--- src/rtl/dgc_pkg.sv ---
package dgc_pkg;

   typedef enum logic [2:0] {
      UC_PSEUDO = 3'd0,
      UC_INT    = 3'd1,
      UC_MEM    = 3'd2,
      UC_FLT    = 3'd3,
      UC_VARITH = 3'd4,
      UC_VPERM  = 3'd5,
      UC_COND   = 3'd6,
      UC_BRANCH = 3'd7
   } unit_e;

   typedef enum logic [1:0] {
      VD_CLEAR = 2'b00,
      VD_STALL = 2'b01,
      VD_NOOP  = 2'b10
   } verdict_e;

   localparam int NUM_UNITS = 8;

endpackage

--- src/rtl/dgc_slot_track.sv ---
module dgc_slot_track
   import dgc_pkg::*;
#(
   parameter int SLOTS   = 5,
   localparam int CNT_W  = $clog2(SLOTS),
   localparam int WIDE_W = $clog2(SLOTS + 2) + 1
) (
   input  logic             clk,
   input  logic             rst_n,
   input  unit_e            unit,
   input  logic             single,
   input  logic             cracked,
   input  logic             ctr_write,
   input  logic             issue,
   input  logic             advance,
   output logic [CNT_W-1:0] count,
   output logic             ctr_written,
   output logic             group_end,
   output logic             adv_error
);

   localparam logic [WIDE_W-1:0] FULL = WIDE_W'(SLOTS);
   localparam logic [WIDE_W-1:0] LAST = WIDE_W'(SLOTS - 1);

   logic               commit;
   logic [WIDE_W-1:0]  base, after_iss, mid, after_adv;
   logic               iss_end, adv_ok, adv_end, flag_mid;
   logic [CNT_W-1:0]   count_d;
   logic               flag_d;

   always_comb begin
      commit    = issue && (unit != UC_PSEUDO);
      base      = (unit == UC_BRANCH || single) ? LAST : WIDE_W'(count);
      after_iss = base + WIDE_W'(1) + WIDE_W'(cracked);
      iss_end   = commit && (after_iss >= FULL);
      mid       = !commit ? WIDE_W'(count) : (iss_end ? '0 : after_iss);
      flag_mid  = !iss_end && (ctr_written || (commit && ctr_write));
      adv_error = advance && iss_end;
      adv_ok    = advance && !iss_end;
      after_adv = mid + WIDE_W'(1);
      adv_end   = adv_ok && (after_adv >= FULL);
      group_end = iss_end || adv_end;
      if (adv_end)
         count_d = '0;
      else if (adv_ok)
         count_d = CNT_W'(after_adv);
      else
         count_d = CNT_W'(mid);
      flag_d = flag_mid && !adv_end;
   end

   always_ff @(posedge clk) begin
      if (!rst_n) begin
         count       <= '0;
         ctr_written <= 1'b0;
      end else begin
         count       <= count_d;
         ctr_written <= flag_d;
      end
   end

   // branch or single issue closes the group
   p_close_r6: assert property (@(posedge clk) disable iff (!rst_n)
      (issue && (unit == UC_BRANCH || (single && unit != UC_PSEUDO)))
      |=> (count == '0));

   // a closed group leaves no counter-written flag behind
   p_flag_clear_r7: assert property (@(posedge clk) disable iff (!rst_n)
      group_end |=> (!ctr_written && count == '0));

   // stored count never reaches the group size
   p_count_range_r7: assert property (@(posedge clk) disable iff (!rst_n)
      (int'(count) < SLOTS));

   // a lone advance adds exactly one slot
   p_adv_step_r9: assert property (@(posedge clk) disable iff (!rst_n)
      (advance && !issue && (int'(count) < SLOTS - 1))
      |=> (int'(count) == int'($past(count)) + 1));

   // pseudo issue leaves state untouched
   p_pseudo_hold_r10: assert property (@(posedge clk) disable iff (!rst_n)
      (issue && unit == UC_PSEUDO && !advance)
      |=> ($stable(count) && $stable(ctr_written)));

endmodule

--- config.mk ---
export PLATFORM = sky130hd
export DESIGN_NAME = dgc_slot_track
export DESIGN_NICKNAME = d
export VERILOG_FILES = /design/src/rtl/dgc_pkg.sv /design/src/rtl/dgc_slot_track.sv
export SDC_FILE = /design/constraint.sdc
export NUM_CORES = 1
export LEC_CHECK = 0
export ABC_AREA = 1
export CAP_MARGIN = 10
export CORE_MARGIN = 5
export CORE_UTILIZATION = 35
export DETAILED_ROUTE_END_ITERATION = 10
export DONT_BUFFER_PORTS = 1
export PLACE_DENSITY_LB_ADDON = 0.2
export SYNTH_ARGS = -nofsm -noshare
export SYNTH_HDL_FRONTEND = slang
export SYNTH_SLANG_ARGS = --single-unit
--- constraint.sdc ---
create_clock -name clk -period 3.9 [get_ports clk]
set_clock_uncertainty 0.05 [all_clocks]
set_input_delay 0.78 -clock clk [delete_from_list [all_inputs] [get_ports clk]]
set_output_delay 0.78 -clock clk [all_outputs]
set_load 0.01 [all_outputs]
# Word level (Yosys, flattened, before mapping)
# Index checks and enable logic that the tools add are counted.
dict set report op_classes {
  n_eq_ne 1
  order_cmp 2
  div_mod_pow 0
  multipliers 0
  bitwise 1
  n_reduce_logical 15
  addsub 3
  shift 0
  n_mux 4
}
# cell n
set op_table {}
lappend op_table {{>= comparator 4 x 3 -> 1 bit (second input constant)} 2}
lappend op_table {{logical AND 1 bit} 8}
lappend op_table {{2-to-1 mux 4 bit} 2}
lappend op_table {{2-to-1 mux 3 bit} 2}
lappend op_table {{adder 3 x 1 -> 4 bit (second input constant)} 1}
lappend op_table {{adder 4 x 1 -> 4 bit} 1}
lappend op_table {{adder 4 x 1 -> 4 bit (second input constant)} 1}
lappend op_table {{equality test 3 bit (second input constant)} 1}
lappend op_table {{logical OR 1 bit} 3}
lappend op_table {{nonzero test 3 bit} 1}
lappend op_table {{zero test 1 bit} 2}
lappend op_table {{OR reduction 2 bit} 1}
lappend op_table {{NOT 1 bit} 1}
dict set report word_totals {
  romBits 0
  ff_bits 4
  mem_count 0
  output_inout_bits 6
  ramBits 0
  latchBits 0
}

# Longest topological paths before layout
# Gate-level depths: netlist (run 1).
dict set report logic_depth {
  word_depth 14
  mapped_depth 18
  ltp_nobuf 18
}

# Worst setup path after synthesis (run 1)
# OpenSTA, ideal clock, no wires.
dict set report synth_timing {
  path_type {input-to-output}
  from {input single}
  to {output group_end}
  slack_ns 0.512
  arrival_time_ns 2.558
  required_ns 3.070
  path_stages 17
  path_cell_list {inv_1 nand3_1 ha_1 inv_1 ha_1 inv_1 nand2_1 nand4_2 nand3_1 nand2_1 inv_1 ha_1 or2_2 nand3_2 nand2_1 nand2_2 nand2_1}
}
dict set report synth_via {
  elab_chain_cells 12
}
# element line
set synth_lines {}
lappend synth_lines {{from (decl)} dgc_slot_track.sv:11} ;# input logic single,
lappend synth_lines {{logical OR 1 bit (*)} dgc_slot_track.sv:33} ;# base = (unit == UC_BRANCH || single) ? LAST : WIDE_W'(count);
lappend synth_lines {{2-to-1 mux 3 bit (*)} dgc_slot_track.sv:33}
lappend synth_lines {{adder 3 x 1 -> 4 bit (*)} dgc_slot_track.sv:34} ;# after_iss = base + WIDE_W'(1) + WIDE_W'(cracked);
lappend synth_lines {{adder 4 x 1 -> 4 bit (*)} dgc_slot_track.sv:34}
lappend synth_lines {{>= comparator 4 x 3 -> 1 bit} dgc_slot_track.sv:35} ;# iss_end = commit && (after_iss >= FULL);
lappend synth_lines {{logical AND 1 bit} dgc_slot_track.sv:35}
lappend synth_lines {{2-to-1 mux 4 bit (2 in series)} dgc_slot_track.sv:36} ;# mid = !commit ? WIDE_W'(count) : (iss_end ? '0 : after_iss);
lappend synth_lines {{adder 4 x 1 -> 4 bit} dgc_slot_track.sv:40} ;# after_adv = mid + WIDE_W'(1);
lappend synth_lines {{>= comparator 4 x 3 -> 1 bit} dgc_slot_track.sv:41} ;# adv_end = adv_ok && (after_adv >= FULL);
lappend synth_lines {{logical AND 1 bit} dgc_slot_track.sv:41}
lappend synth_lines {{logical OR 1 bit (*)} dgc_slot_track.sv:42} ;# group_end = iss_end || adv_end;
lappend synth_lines {{to (decl)} dgc_slot_track.sv:18} ;# output logic group_end,
# Mark *: on every way between the ends. The rest lies on a longest branch, timed or not.

# Worst setup path after layout (run 1)
# Same ends and word-level chain as after synthesis.

==> results of run 1 <==
## worst max path at each step
| stage | from | depth (start not counted) | to |
|---|---|---|---|
| after floorplan | single | 17 | group_end |
| after global placement | unit[1] | 17 | group_end |
| after detailed placement | unit[1] | 17 | group_end |
| after CTS | unit[1] | 17 | group_end |
| after global routing | unit[1] | 17 | group_end |
| final | single | 17 | group_end |
## layer usage
layer / GRT usage / routed length, µm / up-vias
met4: 0.0331 / 0 / 0
met5: 0 / 0 / -
met3: 0.0421 / 45 / 0
met1: 0.130 / 432 / 190
met2: 0.195 / 468 / 10
li1: - / - / 239
## cells in the final DEF, fill, tap and decap left out
master    Yosys  layout
clkbuf_4      0       3
dfxtp_1       4       4
ha_1          4       4
inv_1        17      17
inv_4         1       1
mux2i_1       1       1
nand2_1      12      12
nand2_2       6       6
nand2_4       1       1
nand3_1       7       7
nand3_2       4       4
nand4_1       1       1
nand4_2       1       1
nor2_1       10      10
nor2_2        2       2
nor2_4        1       1
o21ai_0       2       2
or2_2         1       1
xnor2_1       1       1
## final cells by class
class / instances / area share
Inverter: 18 / 0.133
Tap cell: 15 / 0.0357
Sequential cell: 4 / 0.152
Multi-Input combinational cell: 54 / 0.636
Clock buffer: 3 / 0.0429
## worst max-delay path, delay by kind of cell
family,cells,cell delay [ns]
adder cells (fa/ha/maj),3,0.64
buffers and inverters,4,0.28
AND/OR/NAND/NOR,10,1.06
## kinds of logic after synthesis
kind of cell    after synthesis
compound gates                2
xor+xnor                      1
fa+ha+maj                     4
buf+inv                      18
flops                         4
mux                           1
simple gates                 46
## sequential cells by signal, summed over array words and instances, names as in the netlist
name	flops
count	3
ctr_written	1
## metrics by stage
step / worst slack (ns) / hold slack (ns) / area (µm²)
after floorplan: 0.512 / 0.508 / 484
final: 0.319 / 0.535 / 526
after detailed placement: 0.302 / 0.528 / 503
after global routing: 0.130 / 0.589 / 526
after CTS: 0.297 / 0.536 / 526
after global placement: 0.360 / 0.527 / 503
## power groups by stage
stage	clock [µW]	combinational, µW	sequential [µW]
6_report	49.7	69.1	54.4
5_1_grt	56.0	81.6	55.5
4_1_cts	50.4	70.3	54.7
3_5_place_dp	0	69.9	55.4
3_3_place_gp	0	68.6	55.2
2_1_floorplan	0	59.0	53.4
==> summary.md, run 1 <==
| Metric | Value |
|---|---|
| Async set-reset flop share out of synthesis | `0` |
| Critical path required time | `a little over 3 ns` |
| Warnings from Yosys | `0` |
| Count of hold buffers inserted by post-cts repair | `0` |
| Logic depth of the worst register-to-register path | `17` |
| Mux share of post-synthesis cell area | `0.0207` |
| Min-Delay Endpoint | `ctr_written$_SDFF_PN0_` |
| Area of the die | `0.00223 mm²` |
| Post-CTS setup buffer count | `0` |
| Share of final-layout standard cells stronger than drive strength 1 | `0.253` |
| Leading cell type by number of instances after synthesis | `inv_1` |
| TritonCTS clock tree | `yes` |
| Portion of synthesized cell area occupied by the leading cell type | `0.165` |
| RSZ-0062 raised after global routing | `false` |
| Final TNS setup | `0 ns` |
| P_leak | `0.000284 µW` |
| Layout filler cell count | `145` |
| Post-Syn Nets | `90` |
| Instance count along the most critical hold path | `2` |
| Element type at the critical path end | `output pin` |
| Area of all sequential standard cells | `80.1 µm²` |
| Sequential cell area fraction in the yosys report | `0.165` |
| Number of violations reported at the end of detailed-routing iteration 0 | `7` |
| Post-synth design cell area | `~480 µm²` |
| Post-layout min period | `3.58 ns` |
| PostCTS Resize Cnt | `0` |
| GPL Wtd Cong | `0.763` |
| Cell count after placement | `91` |
| Clock share of power | `0.287` |
| Routed wire length | `946 µm` |
| Category of the worst setup path launch point | `primary input` |
| Antenna violations before repair | `0` |
| Min-delay worst type | `flop to flop` |
| Remaining Overflow, GRT | `0` |
| Peak supply drop | `196 µV` |
| Height of the chip | `47.2 µm` |
| PnR Total Power | `173 µW` |
| Largest net degree at the start of global routing | `8` |
| Avg WL per Cell | `10.1 µm` |
| Total I/O pin count | `16` |
| Critical register-to-register path startpoint | `count[0]$_SDFF_PP0_` |
| Port Buffer Count | `0` |
| Switching power share of the total | `0.384` |
| Total area of multi-input combinational cells | `334 µm²` |
| Setup slack, reg-to-reg | `1.42 ns` |
| Adder-cell share of the synthesized area | `0.103` |
| Worst-path cell with the longest stage delay | `or2_2` |
| Cell Chain, Critical Path | `inv_1 > nand3_1 > ha_1 > inv_1 > ha_1 > inv_1 > nand2_1 > nand4_2 > nand3_1 > nand2_1 > ha_1 > inv_1 > or2_2 > nand3_2 > nand2_1 > nand2_2 > nand2_1` |
| CP Max Fanout | `4` |
| Result of the run | `finished clean` |
| Synth Area per Inst | `6.37 µm²` |
| RR Endpoint | `count[2]$_SDFF_PP0_` |
| Horiz. Die Dim | `roughly 47 µm` |
| Areal power density over the cells | `330 mW/mm²` |
| Clock latency at the later pin of the worst-skew pair | `0.23 ns` |
| ANT cells | `0` |
| Number of buffers created by CTS | `3` |
| Count of final hold-check violations | `0` |
| XOR/XNOR share of the synthesized area | `0.0181` |
| Cells after synthesis | `76` |
| Clock tree root buffer cell | `clkbuf_4` |
| Internal power | `107 µW` |
| Sequential cell fraction of total power | `0.314` |
| Total of flip-flops plus latches after synthesis | `4` |
| Compound-gate portion of the synthesized area | `0.0207` |
| CP arrival | `2.75 ns` |
| Worst Hold Launch | `ctr_written$_SDFF_PN0_` |
| Count of placed standard cells in the final layout, fillers left out | `94` |
| Net count reported at finish | `95` |
| Largest cells by area after synthesis | `dfxtp_1, inv_1, ha_1, nand2_1, nand3_2` |
| Clock transition time at the flip-flop clock pins of the worst setup and hold paths | `around 0.04 ns` |
| Power dissipated by switching net loads | `around 66 µW` |
| Placed wire-length estimate after detailed placement | `842 µm` |
| Final critical-path share of the clock period | `0.918` |
| Vias in the first global route | `450` |
| Total number of clock tree sinks | `4` |
| Post-DRT Antenna Nets | `0` |
| Share of the core filled with cells in the final layout | `0.404` |
| Total count of max-transition violations in the final report | `0` |
| Number of vias after detailed routing | `439` |
| Number of design rule violations left after detail routing | `0` |
| Area of the core region | `0.00130 mm²` |
| Synth Flop Type | `dfxtp_1` |
| Pin slew with the least headroom to its limit | `0.208 ns` |
| Synth-to-Final Area Change | `8.53%` |
| Number of buffers on the longest clock path | `2` |
| Slowest Stage Delay on Critical Path | `0.28 ns` |
| Total Routing Usage GR | `0.113` |
| Count of distinct cell types in the synthesized netlist | `18` |
| Count of maximum capacitance violations | `0` |
| Area share of and/or/nand/nor cells after synthesis | `0.527` |
| FP Rows | `13` |
| Max-slew headroom at the worst pin | `0.861` |
| Biggest area consumer among synthesized cells | `dfxtp_1` |
| Logic pwr share | `0.399` |
| Type of the worst setup path | `primary input to output pin` |
| EDFF count, synth | `0` |
| Total number of H-tree levels | `1` |
| First-pass detailed-route iteration total | `4` |
| Wire length of the first global-routing pass | `around 1800 µm` |
| Starting utilization of the core area | `0.372` |
| Combinational family with the most area after synthesis | `simple AND/OR/NAND/NOR gates` |
| Number of failing setup endpoints in the final timing report | `0` |
| Top post-synthesis cells by count | `inv_1, nand2_1, nor2_1` |
| Maximum achievable frequency | `279 MHz` |
| Via/cell ratio | `approximately 4.7` |
Note: power is estimated with default switching activity, not from simulation.
==> run 2, diff against run 1 <==
- clock period: 3.9 -> 4.3 ns (I/O delays scaled with it)
==> run 2 against run 1 <==
Net effect:
- clock power down 5.8%
- combinational power down 10%
- wire length up 2.1%
- core utilization unchanged
- sequential share of layout area unchanged
- global-route usage down 0.71 points
- register-to-register slack better by 0.41 ns
- hold slack better by 0.0096 ns
- via count up 0.68%
- non-clock buffer count unchanged
- clock-buffer cell count unchanged
- critical path type unchanged
- largest power group unchanged
==> summary.md, run 2 (synthesized netlist as in run 1, its figures left out) <==
| Metric | Value |
|---|---|
| Area of the core region | `0.00130 mm² (unchanged)` |
| Number of vias after detailed routing | `442 (+0.68%)` |
| P_leak | `0.000284 µW (unchanged)` |
| Antenna violations before repair | `0 (unchanged)` |
| Post-DRT Antenna Nets | `0 (unchanged)` |
| Critical path required time | `3.39 ns (+0.32 ns)` |
| Post-CTS setup buffer count | `0 (unchanged)` |
| Maximum achievable frequency | `roughly 270 MHz` |
| GPL Wtd Cong | `0.660 (-13%)` |
| Min-delay worst type | `flop to flop` |
| Leading cell type in the layout, fill and taps excluded | `inv_1` |
| Horiz. Die Dim | `47.2 µm (unchanged)` |
| Category of the worst setup path launch point | `primary input` |
| Vias in the first global route | `440 (-2.2%)` |
| PostCTS Resize Cnt | `0 (unchanged)` |
| CP Max Fanout | `4 (unchanged)` |
| Placed wire-length estimate after detailed placement | `812 µm (-3.5%)` |
| RR Endpoint | `count[2]$_SDFF_PP0_` |
| Post-layout min period | `3.72 ns` |
| CP arrival | `2.81 ns (+0.06 ns)` |
| Pin slew with the least headroom to its limit | `0.215 ns (+0.00734 ns)` |
| Slowest Stage Delay on Critical Path | `0.30 ns (+0.02 ns)` |
| Avg WL per Cell | `10.3 µm (+2.1%)` |
| Logic depth of the worst register-to-register path | `17 (unchanged)` |
| Largest net degree at the start of global routing | `8 (unchanged)` |
| RSZ-0062 raised after global routing | `false` |
| Number of violations reported at the end of detailed-routing iteration 0 | `1 (-6)` |
| Result of the run | `finished clean` |
| Count of hold buffers inserted by post-cts repair | `0 (unchanged)` |
| Areal power density over the cells | `301 mW/mm² (-8.6%)` |
| Final TNS setup | `0 ns (unchanged)` |
| Count of maximum capacitance violations | `0 (unchanged)` |
| Number of failing setup endpoints in the final timing report | `0 (unchanged)` |
| Number of buffers created by CTS | `3 (unchanged)` |
| Port Buffer Count | `0 (unchanged)` |
| Net count reported at finish | `95 (unchanged)` |
| Top register by number of flip-flops | `count` |
| Clock tree root buffer cell | `clkbuf_4` |
| Total number of clock tree sinks | `4 (unchanged)` |
| Starting utilization of the core area | `0.372 (unchanged)` |
| Largest registers | `count x3, ctr_written x1` |
| Area of the die | `0.00223 mm² (unchanged)` |
| Cell Chain, Critical Path | `inv_1 > nand3_1 > ha_1 > inv_1 > ha_1 > inv_1 > nand2_1 > nand4_2 > nand3_1 > nand2_1 > inv_1 > ha_1 > or2_2 > nand3_2 > nand2_1 > nand2_2 > nand2_1` |
| Synth-to-Final Area Change | `8.53% (unchanged)` |
| TritonCTS clock tree | `yes` |
| Clock latency at the later pin of the worst-skew pair | `0.23 ns (about the same)` |
| Total Routing Usage GR | `0.106 (-0.00710)` |
| Setup WS post-layout | `0.578 ns (+0.258 ns)` |
| Routed wire length | `966 µm (+2.1%)` |
| FP Rows | `13 (unchanged)` |
| Critical register-to-register path startpoint | `count[0]$_SDFF_PP0_` |
| Flip-flop count of the largest register after layout | `3 (unchanged)` |
| Clock transition time at the flip-flop clock pins of the worst setup and hold paths | `0.04 ns (about the same)` |
| Final critical-path share of the clock period | `0.866` |
| Type of the worst setup path | `primary input to output pin` |
| Critical path endpoint | `group_end` |
| Number of design rule violations left after detail routing | `0 (unchanged)` |
| Count of final hold-check violations | `0 (unchanged)` |
| Total number of H-tree levels | `1 (unchanged)` |
| Crit path launch | `single` |
| Pre-CTS setup slack | `0.575 ns (+0.272 ns)` |
| Share of final-layout standard cells stronger than drive strength 1 | `0.253 (unchanged)` |
| Total count of max-transition violations in the final report | `0 (unchanged)` |
| Height of the chip | `47.2 µm (unchanged)` |
| Setup slack, reg-to-reg | `1.83 ns (+0.41 ns)` |
| Element type at the critical path end | `output pin` |
| Total I/O pin count | `16 (unchanged)` |
| Remaining Overflow, GRT | `0 (unchanged)` |
| Number of buffers on the longest clock path | `2 (unchanged)` |
| ANT cells | `0 (unchanged)` |
| First-pass detailed-route iteration total | `3 (-1)` |
| Most frequent cells in the layout | `inv_1, nand2_1, nor2_1, nand3_1, nand2_2` |
| Via/cell ratio | `4.70 (+0.68%)` |
| Max-slew headroom at the worst pin | `0.857 (-0.00457)` |
| Worst-path cell with the longest stage delay | `or2_2` |
| Wire length of the first global-routing pass | `1720 µm (-3.9%)` |
| Peak supply drop | `230 µV (+17%)` |
run 2: where the power goes:
part	switching, µW	leakage, µW	internal, µW
Clock	15.6	0.0000138	31.2
Combinational	39.1	0.000237	23.1
Sequential	6.91	0.0000329	42.4
Total	61.5	0.000284	96.7
run 2: per-layer routing:
metal  global-route usage  wire length, µm  up-vias
li1                     -                -      240
met1                0.116              426      192
met2                0.192              491       10
met3               0.0575               47        0
met4                    0                0        0
met5                    0                0        -
run 2: critical path: cells and delay by family:
kind | cells | cell delay, ns
simple gates | 10 | 1.08
fa+ha+maj | 3 | 0.59
buf+inv | 4 | 0.28
run 2: final cells by class:
| type | instances | area, µm² |
|---|---|---|
| Clock buffer | 3 | 22.5 |
| Sequential cell | 4 | 80.1 |
| Fill cell | 151 | 776 |
| Inverter | 18 | 70.1 |
| Multi-Input combinational cell | 54 | 334 |
| Tap cell | 15 | 18.8 |
run 2: metrics by stage:
stage	cell area, µm²	total power [µW]	utilization	cells	hold slack (ns)
after global placement	503	112	0.387	91	0.528
final	526	158	0.404	94	0.545
after detailed placement	503	113	0.387	91	0.551
after floorplan	484	102	-	76	0.508
after CTS	526	163	0.404	94	0.558
after global routing	526	176	0.404	94	0.607
run 2: how the worst min path moves through the flow:
stage	from	end	slack (ns)	depth (start not counted)
2_1_floorplan	ctr_written$_SDFF_PN0_	ctr_written$_SDFF_PN0_	0.51	2
3_5_place_dp	ctr_written$_SDFF_PN0_	ctr_written$_SDFF_PN0_	0.55	2
3_3_place_gp	ctr_written$_SDFF_PN0_	ctr_written$_SDFF_PN0_	0.53	2
4_1_cts	ctr_written$_SDFF_PN0_	ctr_written$_SDFF_PN0_	0.56	2
6_report	ctr_written$_SDFF_PN0_	ctr_written$_SDFF_PN0_	0.54	2
5_1_grt	ctr_written$_SDFF_PN0_	ctr_written$_SDFF_PN0_	0.61	2
